$ cat src/rtl/ocu_pkg.sv
package ocu_pkg;

   typedef enum logic [1:0] {
      WM_NORMAL = 2'b00,
      WM_CLRMAT = 2'b01,
      WM_FPWM   = 2'b10,
      WM_PCPWM  = 2'b11
   } wave_mode_e;

   typedef enum logic [1:0] {
      OM_OFF    = 2'b00,
      OM_TOGGLE = 2'b01,
      OM_CLEAR  = 2'b10,
      OM_SET    = 2'b11
   } out_mode_e;

   function automatic logic is_pwm(input logic [1:0] wm);
      return wm[1];
   endfunction

   function automatic logic apply_action(input logic [1:0] om, input logic cur);
      case (om)
         OM_TOGGLE: return ~cur;
         OM_CLEAR:  return 1'b0;
         OM_SET:    return 1'b1;
         default:   return cur;
      endcase
   endfunction

endpackage

$ cat src/rtl/ocu_cmp_store.sv
module ocu_cmp_store #(
   parameter int W = 8
) (
   input  logic         clk,
   input  logic         rst_n,
   input  logic [1:0]   wave_mode,
   input  logic         tick,
   input  logic         cnt_at_top,
   input  logic         cnt_at_bottom,
   input  logic         cmp_wr,
   input  logic [W-1:0] cmp_wdata,
   output logic [W-1:0] cmp_active
);
   import ocu_pkg::*;

   logic [W-1:0] shadow_q;
   logic [W-1:0] active_q;
   logic         pwm;
   logic         period_end;

   assign pwm = is_pwm(wave_mode);

   always_comb begin
      case (wave_mode)
         WM_FPWM:  period_end = tick & cnt_at_top;
         WM_PCPWM: period_end = tick & cnt_at_bottom;
         default:  period_end = 1'b0;
      endcase
   end

   always_ff @(posedge clk) begin
      if (!rst_n) begin
         shadow_q <= '0;
         active_q <= '0;
      end else begin
         if (cmp_wr) shadow_q <= cmp_wdata;
         if (!pwm) begin
            if (cmp_wr) active_q <= cmp_wdata;
         end else if (period_end) begin
            active_q <= shadow_q;
         end
      end
   end

   assign cmp_active = active_q;
endmodule

$ cat src/rtl/ocu_match_det.sv
module ocu_match_det #(
   parameter int W = 8
) (
   input  logic         clk,
   input  logic         rst_n,
   input  logic         tick,
   input  logic [W-1:0] cnt_val,
   input  logic [W-1:0] cmp_active,
   input  logic         cnt_wr,
   output logic         hit,
   output logic         match_pulse
);
   logic block_q;
   logic pulse_q;

   assign hit = tick & ~block_q & (cnt_val == cmp_active);

   always_ff @(posedge clk) begin
      if (!rst_n) begin
         block_q <= 1'b0;
         pulse_q <= 1'b0;
      end else begin
         if (cnt_wr)    block_q <= 1'b1;
         else if (tick) block_q <= 1'b0;
         pulse_q <= hit;
      end
   end

   assign match_pulse = pulse_q;
endmodule

$ cat src/rtl/ocu_wavegen.sv
module ocu_wavegen (
   input  logic       clk,
   input  logic       rst_n,
   input  logic [1:0] wave_mode,
   input  logic [1:0] out_mode,
   input  logic       tick,
   input  logic       cnt_at_bottom,
   input  logic       hit,
   input  logic       force_stb,
   input  logic       flag_clr,
   output logic       oc_bit,
   output logic       match_flag
);
   import ocu_pkg::*;

   logic oc_q, oc_d;
   logic flag_q;
   logic pwm;

   assign pwm = is_pwm(wave_mode);

   always_comb begin
      oc_d = oc_q;
      if (!pwm) begin
         if (hit || force_stb) oc_d = apply_action(out_mode, oc_q);
      end else begin
         if (hit) begin
            if (out_mode == OM_CLEAR)    oc_d = 1'b0;
            else if (out_mode == OM_SET) oc_d = 1'b1;
         end else if (tick && cnt_at_bottom) begin
            if (out_mode == OM_CLEAR)    oc_d = 1'b1;
            else if (out_mode == OM_SET) oc_d = 1'b0;
         end
      end
   end

   always_ff @(posedge clk) begin
      if (!rst_n) begin
         oc_q   <= 1'b0;
         flag_q <= 1'b0;
      end else begin
         oc_q <= oc_d;
         if (hit)           flag_q <= 1'b1;
         else if (flag_clr) flag_q <= 1'b0;
      end
   end

   assign oc_bit     = oc_q;
   assign match_flag = flag_q;
endmodule

$ cat src/rtl/ocu_channel.sv
module ocu_channel #(
   parameter int W       = 8,
   parameter bit PIN_REG = 1'b0
) (
   input  logic         clk,
   input  logic         rst_n,
   input  logic         tick,
   input  logic [W-1:0] cnt_val,
   input  logic         cnt_at_top,
   input  logic         cnt_at_bottom,
   input  logic [1:0]   wave_mode,
   input  logic [1:0]   out_mode,
   input  logic         cmp_wr,
   input  logic [W-1:0] cmp_wdata,
   input  logic         cnt_wr,
   input  logic         force_stb,
   input  logic         flag_clr,
   input  logic         port_val,
   output logic [W-1:0] cmp_active,
   output logic         match_pulse,
   output logic         match_flag,
   output logic         oc_bit,
   output logic         pin_out
);
   import ocu_pkg::*;

   localparam int MAX_W = 32;

   generate
      if (W < 2 || W > MAX_W) begin : g_bad_width
         $error("ocu_channel: W out of range");
      end
   endgenerate

   logic hit;
   logic pin_sel_port;
   logic pin_next;

   ocu_cmp_store #(.W(W)) u_store (
      .clk(clk), .rst_n(rst_n), .wave_mode(wave_mode), .tick(tick),
      .cnt_at_top(cnt_at_top), .cnt_at_bottom(cnt_at_bottom),
      .cmp_wr(cmp_wr), .cmp_wdata(cmp_wdata), .cmp_active(cmp_active)
   );

   ocu_match_det #(.W(W)) u_match (
      .clk(clk), .rst_n(rst_n), .tick(tick), .cnt_val(cnt_val),
      .cmp_active(cmp_active), .cnt_wr(cnt_wr),
      .hit(hit), .match_pulse(match_pulse)
   );

   ocu_wavegen u_wave (
      .clk(clk), .rst_n(rst_n), .wave_mode(wave_mode), .out_mode(out_mode),
      .tick(tick), .cnt_at_bottom(cnt_at_bottom), .hit(hit),
      .force_stb(force_stb & ~is_pwm(wave_mode)), .flag_clr(flag_clr),
      .oc_bit(oc_bit), .match_flag(match_flag)
   );

   assign pin_sel_port = (out_mode == OM_OFF) ||
                         (is_pwm(wave_mode) && out_mode == OM_TOGGLE);
   assign pin_next     = pin_sel_port ? port_val : oc_bit;

   generate
      if (PIN_REG) begin : g_pin_reg
         logic pin_q;
         always_ff @(posedge clk) begin
            if (!rst_n) pin_q <= 1'b0;
            else        pin_q <= pin_next;
         end
         assign pin_out = pin_q;
      end else begin : g_pin_comb
         assign pin_out = pin_next;
      end
   endgenerate
endmodule

$ cat config.mk
export PLATFORM = sky130hd
export DESIGN_NAME = ocu_channel
export DESIGN_NICKNAME = d
export VERILOG_FILES = /design/src/rtl/ocu_pkg.sv /design/src/rtl/ocu_cmp_store.sv /design/src/rtl/ocu_match_det.sv /design/src/rtl/ocu_wavegen.sv /design/src/rtl/ocu_channel.sv
export SDC_FILE = /design/constraint.sdc
export NUM_CORES = 1
export LEC_CHECK = 0
export CAP_MARGIN = 30
export CORE_MARGIN = 1
export CORE_UTILIZATION = 37
export DETAILED_ROUTE_END_ITERATION = 12
export PLACE_DENSITY = 0.77
export RECOVER_POWER = 100
export SETUP_SLACK_MARGIN = 0.05
export SLEW_MARGIN = 40
export SYNTH_ARGS = -nofsm -noshare
export SYNTH_HDL_FRONTEND = slang
export SYNTH_SLANG_ARGS = --single-unit
$ cat constraint.sdc
create_clock -name clk -period 1.6 [get_ports clk]
set_clock_uncertainty 0.1 [all_clocks]
set_input_delay 0.32 -clock clk [delete_from_list [all_inputs] [get_ports clk]]
set_output_delay 0.32 -clock clk [all_outputs]
set_load 0.005 [all_outputs]
# Yosys cells after proc, flatten, opt, wreduce, memory -nomap -nowiden
# Cells that the tools add are included.
[op_classes]
n_eq_ne = 10
n_mux = 18
bitwise = 8
reduce_logical = 12
[op_table]
columns = ["op", "count"]
rows = [
  ["$mux 8", 3],
  ["$mux 1", 13],
  ["$eq 2x2->1 const B", 4],
  ["$eq 8x8->1", 1],
  ["$ne 4x4->1 const B", 2],
  ["$reduce_bool 2->1", 4],
  ["$and 1x1->1", 5],
  ["$reduce_and 5->1", 1],
  ["$reduce_bool 4->1", 1],
  ["$ne 3x1->1 const B", 1],
  ["$not 1->1", 3],
  ["$pmux 1 s3", 1],
  ["$eq 2x1->1 const B", 1],
  ["$logic_and 1x1->1", 2],
  ["$logic_not 2->1", 1],
  ["$logic_or 1x1->1", 2],
  ["$ne 2x1->1 const B", 1],
  ["$pmux 1 s2", 1],
  ["$reduce_and 2->1", 1],
]
[word_totals]
ff_bits = 20
output_inout_bits = 12
wordCells = 54

# Depth between registers and ports, before layout
[depth]
ltp_word = 6
mapped_depth = 5

# Modules after synthesis
# A second synthesis with hierarchy kept.
[unflattened]
cells_unflattened = 112
area_unflattened_um2 = 1094.8
[modules_own_cells]
columns = ["mod", "cells_per_inst", "seq_area_each_um2", "area_each_um2", "n_inst"]
rows = [
  ["ocu_cmp_store", 72, 320.3, 748.2, 1],
  ["ocu_match_det", 20, 40.0, 165.2, 1],
  ["ocu_wavegen", 16, 40.0, 145.1, 1],
  ["ocu_channel", 4, 0.0, 36.3, 1],
]

# Least setup slack after synthesis
# Ideal clock, no wire load.
[synth_path]
path_kind = "register to register"
startpoint = "reg u_store.active_q[3], in the netlist u_store.cmp_active[3]"
endpoint = "reg u_wave.oc_q, in the netlist u_wave.oc_bit"
stages_incl_launch_ff = 6
n_path_buf = 0
t_arrival_ns = 1.396
path_slack_ns = -0.018
path_cell_list = "dfxtp_1 -> xor2_1 -> or3_1 -> or3_4 -> o211ai_2 -> o22ai_2"
[synth_via]
elab_chain_len = 5
elab_cells_between_ends = 9
classes_between = "3 x eq/ne; 2 x mux; 1 x bitwise; 3 x reduce/logical"
[synth_rtl]
columns = ["element", "line", "text"]
rows = [
  ["from (decl)", "ocu_cmp_store.sv:17", "logic [W-1:0] active_q;"],
  ["from (signal assigned)", "ocu_cmp_store.sv:38", "if (cmp_wr) active_q <= cmp_wdata;"],
  ["from (signal assigned)", "ocu_cmp_store.sv:40", "active_q <= shadow_q;"],
  ["$eq 8x8->1 *", "ocu_match_det.sv:16", "assign hit = tick & ~block_q & (cnt_val == cmp_active);"],
  ["$and 1x1->1 *", "ocu_match_det.sv:16", ""],
  ["$logic_or 1x1->1", "ocu_wavegen.sv:25", "if (hit || force_stb) oc_d = apply_action(out_mode, oc_q);"],
  ["$reduce_bool 2->1 (no source line)", "n/a", ""],
  ["$reduce_and 5->1 (no source line)", "n/a", ""],
  ["to (signal assigned)", "ocu_wavegen.sv:39", "oc_q <= 1'b0;"],
  ["to (signal assigned)", "ocu_wavegen.sv:42", "oc_q <= oc_d;"],
  ["to (decl)", "ocu_wavegen.sv:16", "logic oc_q, oc_d;"],
]
# Every way passes the cells marked *; elsewhere a longest branch is shown, timed or not.
# A chain may end at the register's enable or synchronous reset.

# Final worst setup path
# Same ends and word-level chain as after synthesis.

==> results.toml <==
[critical_path]
cp_slowest_cell = "or3_4"
endpoint_kind = "register"
path_buf_inv = 0
crit_chain = "xor2_1 > or3_4 > or3_4 > o211ai_2 > o22ai_2"
critical_path_class = "reg -> reg"
path_max_fanout = 4
cp.arrival_ns = 1.79
cp-start-kind = "register"
cp_common_cell = "or3_4"
slowest_delay_ns = 0.41
path_delay_family = "simple AND/OR/NAND/NOR gates"
required_ns = 1.71

[logic_synthesis]
syn-num-nets = 132
ys_warn_count = 0
yosys_register_bits = 20
synth.distinct_cells = 25
async_reset_ff_frac = 0
syn_inst = 102
synthMostInstantiatedCell = "dfxtp_1"
ys_seq_area_frac = 0.415
syn-cell-area_um2 = 965
netlist_top_cells_count = "20 x dfxtp_1, 18 x nor2_1, 17 x mux2i_1, 8 x a211oi_1"
synth_top_area_cell = "dfxtp_1"
synth.top_cells.by_area = "dfxtp_1 42%, mux2i_1 18%, nor2_1 7.0%"
ys.flop_type = "dfxtp_1"
syn_area_per_cell_um2 = 9.46
synth-edff-count = 0
netlist.area_leader.share = 0.415

[power_and_ir_drop]
power_density_nw_per_um2 = 795
irDropWorstVdd_mv = 0.637
power_mw = 1.26
p_leak_nw = 0.719

[route]
drtAntennaViolNets = 0
drtIter0Drc = 6
vias = 957
drt-total-wl_um = 2480
drt_pre_antenna_iters = 4
avgRoutedWirePerCell_um = 12.8
drt-vias-per-instance = 4.93
drc = 0

[sta]
worst_pin_slew_ns = 0.507
rsz0062_at_grt = "true"
max_freq_ghz = 0.594
slew_headroom = 0.662
slew_viol_final = 0
setup_ws_ns = -0.0840
min_period_over_period = 1.05
setup_viol = 4
period_minus_slack_ns = 1.68
hold_viol = 0

[die]
die-area_um2 = 2820
fp.dieH_um = 53.1
dieWidth_um = 53.1
core_area_um2 = 2480
initial_utilization = 0.389
ioPinCount = 42
num_rows = 18

[global_route]
gr-total-overflow = 0
antenna_found_initial = 0
track_usage = 0.195
grt_max_degree = 17
grt_pass1_vias = 953
grt_pass1_wl_um = 3940

[cells_and_area]
diodes = 0
stdcell_count = 194
fin_nets = 195
fillers = 229
area_growth_pct = 64.9
drive_gt1_frac = 0.220

[placement]
hpwl_um = 1930
gp_congestion = 0.768
preCtsSetupSlack_ns = -0.690
post-place-cells = 184
io_buffer_count = 41

[cts]
cts_num_sinks = 20
cts_made_buffers = 3
h-tree-depth = 1
root_buffer = "clkbuf_4"
clk_latency_ns = 0.31
cts_tree = "done"
clkTransAtPathRegs_ns = 0.12
clock_path_buffers = 2

[run]
maxCapViolCount = 0

[status]
run_status = "finished, violations left"
violations = "setup timing"

[min_path]
min_path_type = "reg -> reg"
metrics by stage:
stage | area [µm²] | utilization | TNS [ns] | hold slack, ns
finish | 1590 | 0.642 | -0.184 | 0.373
global route | 1590 | 0.642 | -0.420 | 0.396
CTS | 1600 | 0.647 | -0.292 | 0.365
detailed placement | 1510 | 0.608 | -4.26 | 0.366
global placement | 1510 | 0.608 | -3.99 | 0.361
floorplan | 965 | - | -0.0176 | 0.337
layout by cell type (no fill, tap or decap), types with 2 or more instances in the layout:
master	instances
dlygate4sd3_1	2
nand2b_1	2
dlygate4sd2_1	14
nor2_1	17
nand2_1	2
clkbuf_4	3
buf_4	18
or3_4	2
clkdlybuf4s50_1	23
clkbuf_2	3
dfxtp_1	19
a21oi_1	6
inv_1	2
mux2i_1	17
a211oi_1	8
xnor2_1	7
layer usage:
metal | part of all wire | global-route usage | vias up
li1 | - | - | 483
met1 | 0.40 | 0.214 | 444
met2 | 0.53 | 0.363 | 26
met3 | 0.051 | 0.0287 | 4
met4 | 0.010 | 0.0877 | 0
met5 | 0 | 0 | -
cell type report:
type / count / area (µm²) / share of cell area
multi-input combinational: 74 / 546 / 0.343
timing repair buffer: 62 / 538 / 0.338
sequential: 20 / 402 / 0.253
tap: 30 / 37.5 / 0.0236
clock inverter: 1 / 30.0 / 0.0189
clock buffer: 3 / 22.5 / 0.0142
inverter: 4 / 15.0 / 0.00944
final timing paths:
path / start / endpoint / slack (ns) / cells past startpoint
max: u_store.cmp_active[3] / u_wave.oc_bit / -0.08 / 5
min: u_wave.match_flag / u_wave.match_flag / 0.37 / 2
max reg2reg: u_store.cmp_active[3] / u_wave.oc_bit / -0.08 / 5
min reg2reg: u_wave.match_flag / u_wave.match_flag / 0.37 / 2
logic make-up (layout without fill, tap and decap cells):
kind of cell,Yosys count,count (layout),synth area share
AO/OA/AOI/OAI,21,21,0.162
XOR/XNOR,8,8,0.0726
buffers and inverters,8,70,0.0350
flip-flops,20,20,0.415
multiplexers,18,18,0.188
AND/OR/NAND/NOR,27,27,0.127
timing repair:
action,4_1_cts,5_1_grt
endpoints found under the setup margin,20,5
pin swaps,4,1
hold buffers,0,0
buffers inserted,5,1
gates resized for setup,32,2
report_power, final:
part	switching, mW	total (mW)	internal (mW)	leakage [nW]
Sequential	0.0219	0.553	0.531	0.165
Combinational	0.117	0.301	0.184	0.526
Clock	0.157	0.411	0.253	0.0279
state kept, by name (all words and copies together), names as in the netlist:
| name | cells |
|---|---|
| u_wave.oc_bit | 1 |
| u_store.shadow_q | 8 |
| u_store.cmp_active | 8 |
| u_match.block_q | 1 |
| u_match.match_pulse | 1 |
| u_wave.match_flag | 1 |
tightest hold or removal path, delay by kind of cell (launching register included):
family           cells  cell delay [ns]
AO/OA/AOI/OAI        1             0.05
flip-flops           1             0.32
AND/OR/NAND/NOR      1             0.06
(Power assumes the default switching activity.)
